--- config.mk ---
export PLATFORM = sky130hd
export DESIGN_NAME = io_wait_gen
export DESIGN_NICKNAME = d
export VERILOG_FILES = /design/src/rtl/iow_pkg.sv /design/src/rtl/iow_ctrl_reg.sv /design/src/rtl/iow_code_sel.sv /design/src/rtl/iow_count_map.sv /design/src/rtl/iow_seq.sv /design/src/rtl/io_wait_gen.sv
export SDC_FILE = /design/constraint.sdc
export NUM_CORES = 1
export LEC_CHECK = 0
export ABC_CLOCK_PERIOD_IN_PS = 2500
export CORE_MARGIN = 2
export CORE_UTILIZATION = 40
export CTS_BUF_LIST = sky130_fd_sc_hd__clkbuf_4 sky130_fd_sc_hd__clkbuf_8
export DETAILED_ROUTE_END_ITERATION = 10
export HOLD_SLACK_MARGIN = 0.05
export PLACE_DENSITY = 0.76
export REMOVE_ABC_BUFFERS = 1
export SLEW_MARGIN = 5
export SYNTH_ARGS = -nofsm -noshare
export SYNTH_HDL_FRONTEND = slang
export SYNTH_HIERARCHICAL = 1
export SYNTH_SLANG_ARGS = --single-unit
--- constraint.sdc ---
create_clock -name clk -period 2.5 [get_ports clk]
set_input_delay 0.25 -clock clk [delete_from_list [all_inputs] [get_ports clk]]
set_output_delay 0.25 -clock clk [all_outputs]
set_load 0.005 [all_outputs]
--- src/rtl/iow_pkg.sv ---
package iow_pkg;

    localparam int CODE_W      = 3;
    localparam int NUM_REGIONS = 4;
    localparam int REGION_W    = $clog2(NUM_REGIONS);
    localparam int CNT_W       = CODE_W + 1;
    localparam int CTRL_W      = 1 + CODE_W + NUM_REGIONS * CODE_W;

    typedef logic [CODE_W-1:0] code_t;
    typedef logic [CNT_W-1:0]  cnt_t;

    // control word: mode in MSB, data-space code, then region codes (region 0 lowest)
    typedef struct packed {
        logic                         dbl_mode;
        code_t                        dm_code;
        logic [NUM_REGIONS-1:0][CODE_W-1:0] io_code;
    } ctrl_t;

    typedef struct packed {
        logic busy;
        logic done;
        cnt_t cnt;
    } seq_t;

    function automatic cnt_t wait_from_code(input code_t n, input logic dbl);
        return dbl ? {n, 1'b1} : {1'b0, n};
    endfunction

endpackage

--- src/rtl/iow_ctrl_reg.sv ---
module iow_ctrl_reg
    import iow_pkg::*;
#(
    parameter int                 BUS_ADDR_W = 14,
    parameter int                 DATA_W     = 16,
    parameter logic [BUS_ADDR_W-1:0] CTRL_ADDR = 14'h3FFE,
    parameter logic [DATA_W-1:0]  RESET_VAL  = 16'h7FFF
) (
    input  logic                  clk,
    input  logic                  rst_n,
    input  logic                  we,
    input  logic [BUS_ADDR_W-1:0] addr,
    input  logic [DATA_W-1:0]     wdata,
    output ctrl_t                 ctrl
);

    ctrl_t ctrl_d, ctrl_q;
    logic  hit;

    always_comb begin
        hit    = we && (addr == CTRL_ADDR);
        ctrl_d = ctrl_q;
        if (hit) ctrl_d = ctrl_t'(wdata[CTRL_W-1:0]);
    end

    always_ff @(posedge clk) begin
        if (!rst_n) ctrl_q <= ctrl_t'(RESET_VAL[CTRL_W-1:0]);
        else        ctrl_q <= ctrl_d;
    end

    assign ctrl = ctrl_q;

    // a matching write lands in the register one cycle later
    a_r7_write_lands: assert property (@(posedge clk) disable iff (!rst_n)
        (we && addr == CTRL_ADDR) |=> (ctrl_q == ctrl_t'($past(wdata[CTRL_W-1:0]))));

    // writes elsewhere leave the word unchanged
    a_r7_other_ignored: assert property (@(posedge clk) disable iff (!rst_n)
        !(we && addr == CTRL_ADDR) |=> $stable(ctrl_q));

endmodule

--- src/rtl/iow_code_sel.sv ---
module iow_code_sel
    import iow_pkg::*;
#(
    parameter int BUS_ADDR_W = 14,
    parameter int IO_ADDR_W  = 11
) (
    input  ctrl_t                 ctrl,
    input  logic                  is_io,
    input  logic [BUS_ADDR_W-1:0] addr,
    output code_t                 code,
    output logic [NUM_REGIONS-1:0] region_hit
);

    localparam int REG_LSB = IO_ADDR_W - REGION_W;

    logic [REGION_W-1:0] region;
    code_t               io_sel;

    assign region = addr[IO_ADDR_W-1:REG_LSB];

    for (genvar k = 0; k < NUM_REGIONS; k++) begin : g_region
        assign region_hit[k] = is_io && (region == REGION_W'(k));
    end

    always_comb begin
        io_sel = '0;
        for (int k = 0; k < NUM_REGIONS; k++) begin
            if (region_hit[k]) io_sel = io_sel | ctrl.io_code[k];
        end
        code = is_io ? io_sel : ctrl.dm_code;
    end

    // exactly one region matches on an I/O access, none on data space
    always_comb begin
        a_r2_one_region: assert (is_io ? ($countones(region_hit) == 1) : (region_hit == '0));
    end

endmodule

--- src/rtl/iow_count_map.sv ---
module iow_count_map
    import iow_pkg::*;
(
    input  code_t code,
    input  logic  dbl_mode,
    output cnt_t  count
);

    assign count = wait_from_code(code, dbl_mode);

    // normal mode never exceeds the code range; doubled mode is always odd
    always_comb begin
        a_r4_odd_count: assert (!dbl_mode || count[0]);
        a_r3_short_range: assert (dbl_mode || !count[CNT_W-1]);
    end

endmodule

--- src/rtl/iow_seq.sv ---
module iow_seq
    import iow_pkg::*;
(
    input  logic clk,
    input  logic rst_n,
    input  logic req,
    input  cnt_t count,
    output logic ready,
    output logic done
);

    seq_t s_d, s_q;

    always_comb begin
        s_d      = s_q;
        s_d.done = 1'b0;
        if (s_q.busy) begin
            if (s_q.cnt == cnt_t'(1)) begin
                s_d.busy = 1'b0;
                s_d.done = 1'b1;
                s_d.cnt  = '0;
            end else begin
                s_d.cnt = s_q.cnt - cnt_t'(1);
            end
        end else if (req) begin
            if (count == '0) begin
                s_d.done = 1'b1;
            end else begin
                s_d.busy = 1'b1;
                s_d.cnt  = count;
            end
        end
    end

    always_ff @(posedge clk) begin
        if (!rst_n) s_q <= '0;
        else        s_q <= s_d;
    end

    assign ready = !s_q.busy;
    assign done  = s_q.done;

    // a waiting access counts down by one each cycle, whatever req does
    a_r9_no_restart: assert property (@(posedge clk) disable iff (!rst_n)
        (s_q.busy && s_q.cnt > cnt_t'(1)) |=> (s_q.busy && s_q.cnt == $past(s_q.cnt) - cnt_t'(1)));

    // last wait cycle is followed by ready and a done pulse
    a_r6_finish: assert property (@(posedge clk) disable iff (!rst_n)
        (s_q.busy && s_q.cnt == cnt_t'(1)) |=> (!s_q.busy && s_q.done));

    // zero-count request completes in the next cycle without waiting
    a_r5_zero_wait: assert property (@(posedge clk) disable iff (!rst_n)
        (req && !s_q.busy && count == '0) |=> (s_q.done && !s_q.busy));

    // a waiting access always has a live count
    a_r6_cnt_live: assert property (@(posedge clk) disable iff (!rst_n)
        s_q.busy |-> (s_q.cnt != '0));

endmodule

--- src/rtl/io_wait_gen.sv ---
module io_wait_gen
    import iow_pkg::*;
#(
    parameter int                    BUS_ADDR_W = 14,
    parameter int                    DATA_W     = 16,
    parameter int                    IO_ADDR_W  = 11,
    parameter logic [BUS_ADDR_W-1:0] CTRL_ADDR  = 14'h3FFE,
    parameter logic [DATA_W-1:0]     RESET_VAL  = 16'h7FFF
) (
    input  logic                  clk,
    input  logic                  rst_n,
    input  logic                  cfg_we,
    input  logic [BUS_ADDR_W-1:0] cfg_addr,
    input  logic [DATA_W-1:0]     cfg_wdata,
    input  logic                  acc_req,
    input  logic                  acc_io,
    input  logic [BUS_ADDR_W-1:0] acc_addr,
    output logic                  acc_ready,
    output logic                  acc_done
);

    ctrl_t                  ctrl;
    code_t                  code;
    cnt_t                   count;
    logic [NUM_REGIONS-1:0] region_hit;

    iow_ctrl_reg #(
        .BUS_ADDR_W (BUS_ADDR_W),
        .DATA_W     (DATA_W),
        .CTRL_ADDR  (CTRL_ADDR),
        .RESET_VAL  (RESET_VAL)
    ) u_reg (
        .clk   (clk),
        .rst_n (rst_n),
        .we    (cfg_we),
        .addr  (cfg_addr),
        .wdata (cfg_wdata),
        .ctrl  (ctrl)
    );

    iow_code_sel #(
        .BUS_ADDR_W (BUS_ADDR_W),
        .IO_ADDR_W  (IO_ADDR_W)
    ) u_sel (
        .ctrl       (ctrl),
        .is_io      (acc_io),
        .addr       (acc_addr),
        .code       (code),
        .region_hit (region_hit)
    );

    iow_count_map u_map (
        .code     (code),
        .dbl_mode (ctrl.dbl_mode),
        .count    (count)
    );

    iow_seq u_seq (
        .clk   (clk),
        .rst_n (rst_n),
        .req   (acc_req),
        .count (count),
        .ready (acc_ready),
        .done  (acc_done)
    );

    // done is never raised while wait states are still being inserted
    a_r6_done_ready: assert property (@(posedge clk) disable iff (!rst_n)
        acc_done |-> acc_ready);

endmodule

### After elaboration in Yosys (flattened, before gate mapping)

Index checks and enable logic that the tools add are counted.

| operators by class | value |
|---|---|
| add/sub/neg operators | 1 |
| bitwise operators | 3 |
| equality and inequality tests | 6 |
| multiplexer cells | 13 |
| reductions and logical operators | 10 |

Operators with widths:

| kind | number |
|---|---|
| 3-bit two-way mux | 5 |
| 14-bit == test (second input constant) | 1 |
| 4-bit two-way mux | 3 |
| 6-bit two-way mux | 2 |
| 3-bit bitwise OR | 3 |
| 1-bit logical AND | 5 |
| 2-bit == test (second input constant) | 2 |
| 4-bit by 1-bit == test with 1-bit output (second input constant) | 1 |
| 4-bit logical NOT | 1 |
| 4-bit by 1-bit subtractor with 4-bit output (second input constant) | 1 |
| 2-bit by 1-bit == test with 1-bit output (second input constant) | 1 |
| 2-bit logical NOT | 1 |
| 1-bit two-way mux | 2 |
| 2-bit two-way mux | 1 |
| 2-bit by 1-bit inequality test with 1-bit output (second input constant) | 1 |
| 2-bit AND reduction | 1 |
| 2-bit nonzero test | 1 |
| 1-bit logical NOT | 1 |

| word-level totals | value |
|---|---|
| output and inout port bits | 2 |
| logic and storage cells | 42 |
| register bits after elaboration | 22 |

### Logic depth before layout (Yosys ltp)

| logic depth | value |
|---|---|
| word-level depth | 15 |
| depth in mapped cells | 8 |

### Cells and area by module

The synthesis kept the hierarchy.

By module, submodules not included:

| module | instances | area an instance (um^2) | cells an instance |
|---|---|---|---|
| iow_ctrl_reg | 1 | 760.7 | 73 |
| iow_seq | 1 | 375.4 | 41 |
| iow_code_sel | 1 | 156.4 | 22 |
| iow_count_map | 1 | 36.3 | 4 |

### Worst setup path before layout

Ideal clock, no wire load.

| timing path | value |
|---|---|
| path kind | input -> register |
| start point | input acc_addr[9] |
| end point | register u_seq.s_q (netlist bit u_seq/done) |
| library setup time | 0.058 ns |
| arrival | 1.967 ns |
| path slack | 0.476 ns |
| stages on the path | 8 |
| cell sequence | buf_6 mux2_4 o22ai_1 a21oi_1 mux2_2 or4_4 nor3b_2 o21a_1 |

| between the ends | value |
|---|---|
| longest elaborated chain between the ends | 15 |
| elaborated cells between the ends (all ways) | 21 |
| classes of those cells | eq/ne: 3; mux: 9; bitwise: 3; reduce/logical: 6 |

Ends and longest elaborated chain:

| what | line | text |
|---|---|---|
| start, declared | io_wait_gen.sv:17 | `input logic [BUS_ADDR_W-1:0] acc_addr,` |
| 2-bit logical NOT | iow_code_sel.sv:22 | `assign region_hit[k] = is_io && (region == REGION_W'(k));` |
| 1-bit logical AND | iow_code_sel.sv:22 |  |
| 3-bit two-way mux | iow_code_sel.sv:28 | `if (region_hit[k]) io_sel = io_sel \| ctrl.io_code[k];` |
| 3-bit bitwise OR | iow_code_sel.sv:28 |  |
| 3-bit two-way mux | iow_code_sel.sv:28 |  |
| 3-bit bitwise OR | iow_code_sel.sv:28 |  |
| 3-bit two-way mux | iow_code_sel.sv:28 |  |
| 3-bit bitwise OR | iow_code_sel.sv:28 |  |
| 3-bit two-way mux * | iow_code_sel.sv:28 |  |
| 3-bit two-way mux * | iow_code_sel.sv:30 | `code = is_io ? io_sel : ctrl.dm_code;` |
| net code[1] | io_wait_gen.sv:23 | `code_t code;` |
| 4-bit two-way mux * | iow_pkg.sv:26 | `return dbl ? {n, 1'b1} : {1'b0, n};` |
| net count[2] | io_wait_gen.sv:24 | `cnt_t count;` |
| 4-bit logical NOT * | iow_seq.sv:26 | `if (count == '0) begin` |
| 1-bit two-way mux * | iow_seq.sv:26 |  |
| 6-bit two-way mux * | iow_seq.sv:25 | `end else if (req) begin` |
| 6-bit two-way mux * | iow_seq.sv:17 | `if (s_q.busy) begin` |
| end signal, assigned | iow_seq.sv:36 | `if (!rst_n) s_q <= '0;` |
| end signal, assigned | iow_seq.sv:37 | `else s_q <= s_d;` |
| end, declared | iow_seq.sv:12 | `seq_t s_d, s_q;` |

The timed path passes the listed nets; every way through them passes the cells marked *. The select of a mux whose other input is x is not followed.
A chain may end at the register's enable or synchronous reset.

### Worst setup path after layout

Same ends and word-level chain as after synthesis.

==> metrics.yaml <==
status:
  status: "complete, no violations"
global_routing:
  met1_usage_pct: 18.6
  grt_remaining_overflow: 0
  busiest_layer: "met2"
  grt_use_met3_pct: 1.26
  grt_pass1_vias: 1172
  grt_start_max_net_pins: 34
  met2_usage_pct: 33.1
  grt_pass1_wl_um: 4750
  antenna_found_initial: 0
  grtUsageTotal_pct: 16.9
power:
  p_leak_nw: 0.616
  ir_drop_mv: 0.249
  p_total_mw: 0.781
  powerDensity_nw_per_um2: 435
worst_setup_path:
  path_cells: "clkdlybuf4s50_1 -> mux2_4 -> o22ai_1 -> a21oi_1 -> mux2_2 -> or4_4 -> nor3b_2 -> o21a_1"
  crit_type: "primary input to flip-flop"
  crit_family: "simple AND/OR/NAND/NOR gates"
  worst-path-buf-inv: 1
  r2r_slack_ps: 440
  crit_path_start_kind: "primary input"
  cpMaxStageDelayCell: "clkdlybuf4s50_1"
  arrival_ps: 2570
  max_stage_delay_ps: 590
  cp-end-kind: "flip-flop"
  crit_fanout: 4
  crit_required_ps: 2750
cts:
  clock_path_buffers: 2
  cts-root-buf: "clkbuf_4"
  clk_pin_slew_ps: 130
  clk_latency_ps: 310
  cts_buffers: 3
  cts_num_sinks: 22
  post_cts_resized: 0
  cts_tree: "done"
  cts_hold_buffers: 0
  post_cts_buffers: 0
  h-tree-depth: 1
drt:
  drt_iter0_markers: 38
  via_per_inst: 4.96
  wirelength_um: 2760
  drc: 0
  ant_nets: 0
  wl_per_cell_um: 12.6
  firstDrtPassIters: 4
  num_vias: 1092
timing:
  fin_ws_ps: 185
  setup_violations: 0
  skew_ps: 11.0
  slew_headroom_pct: 74.3
  finalCriticalPeriod_ps: 2320
  post-route-period-util_pct: 92.6
  grt_setup_unrepaired: "no"
  drv_slew: 0
  worst_pin_slew_ps: 385
  fmax_mhz: 432
  hold_violations: 0
finish:
  n_antenna_cell: 0
  final_cells: 220
  fin_util_pct: 58.3
  area_growth_pct: 37.8
  nets: 228
  fill_cells: 257
  final_common_cell: "clkdlybuf4s50_1"
  layout_common_cells: "38 x clkdlybuf4s50_1, 30 x nor2b_1, 22 x dfxtp_1"
  drive_above_1_share_pct: 14.2
die:
  start_util_pct: 42.3
  placementRows: 20
  die_area_um2: 3730
  core_area_um2: 3080
  die_h_um: 61.1
  fp.dieW_um: 61.1
  ios: 51
placed_design:
  preCtsSetupSlack_ps: -129
  hpwl_um: 2200
  gp_congestion: 0.703
  port_buffers: 38
  dp_cells: 216
job:
  drv_cap: 0
logic_synthesis:
  syn_area_um2: 1300
  yosysWarnings: 6
  synthCells: 135
  synth_area_per_cell_um2: 9.65
worst_hold_path:
  hold_class: "primary input to flip-flop"
## power breakdown
| part | internal, mW | leakage [nW] | switching (mW) |
|---|---|---|---|
| sequential | 0.361 | 0.179 | 0.0128 |
| combinational | 0.0921 | 0.408 | 0.0485 |
| clock | 0.162 | 0.0279 | 0.105 |
| total | 0.615 | 0.616 | 0.167 |
## worst paths after layout
check,start,to,depth (start not counted)
hold / removal,cfg_wdata[15],u_reg/ctrl[15]$_SDFFE_PN0P_,3
setup / recovery,acc_addr[9],u_seq/done$_SDFF_PN0_,8
setup reg to reg,u_reg/ctrl[1]$_SDFFE_PN1P_,u_seq/done$_SDFF_PN0_,7
hold reg to reg,u_reg/ctrl[12]$_SDFFE_PN1P_,u_reg/ctrl[12]$_SDFFE_PN1P_,2
## worst reg2reg max path: stages, from the launching register on
cell,delay [ps]
dfxtp_1,340
mux2_4,270
o22ai_1,150
a21oi_1,110
mux2_2,290
or4_4,550
nor3b_2,190
o21a_1,120
## cell type report
class                      instances  area, µm²  area share (%)
sequential                        22        440            24.5
clock inverter                     1       30.0            1.67
clock buffer                       3       22.5            1.25
multi-input combinational        100        792            44.1
timing repair buffer              46        440            24.5
inverter                           4       15.0           0.836
tap                               44       55.1            3.07
## stage by stage
stage / TNS [ps] / cell area [µm²] / hold slack (ps)
2_1_floorplan: 0 / 1250 / 368
3_3_place_gp: -199 / 1740 / 491
3_5_place_dp: -301 / 1740 / 509
4_1_cts: 0 / 1800 / 505
5_1_grt: 0 / 1800 / 505
6_report: 0 / 1800 / 508
## routing by layer
layer,share of wire [%],up-vias
li1,-,565
met1,42,507
met2,55,18
met3,2.3,2
met4,0.98,0
met5,0,-
## state kept, by name, indices dropped and copies added (netlist names)
signal / count
u_reg/ctrl: 16
u_seq/done: 1
u_seq/s_q: 5
(Power assumes the default switching activity.)
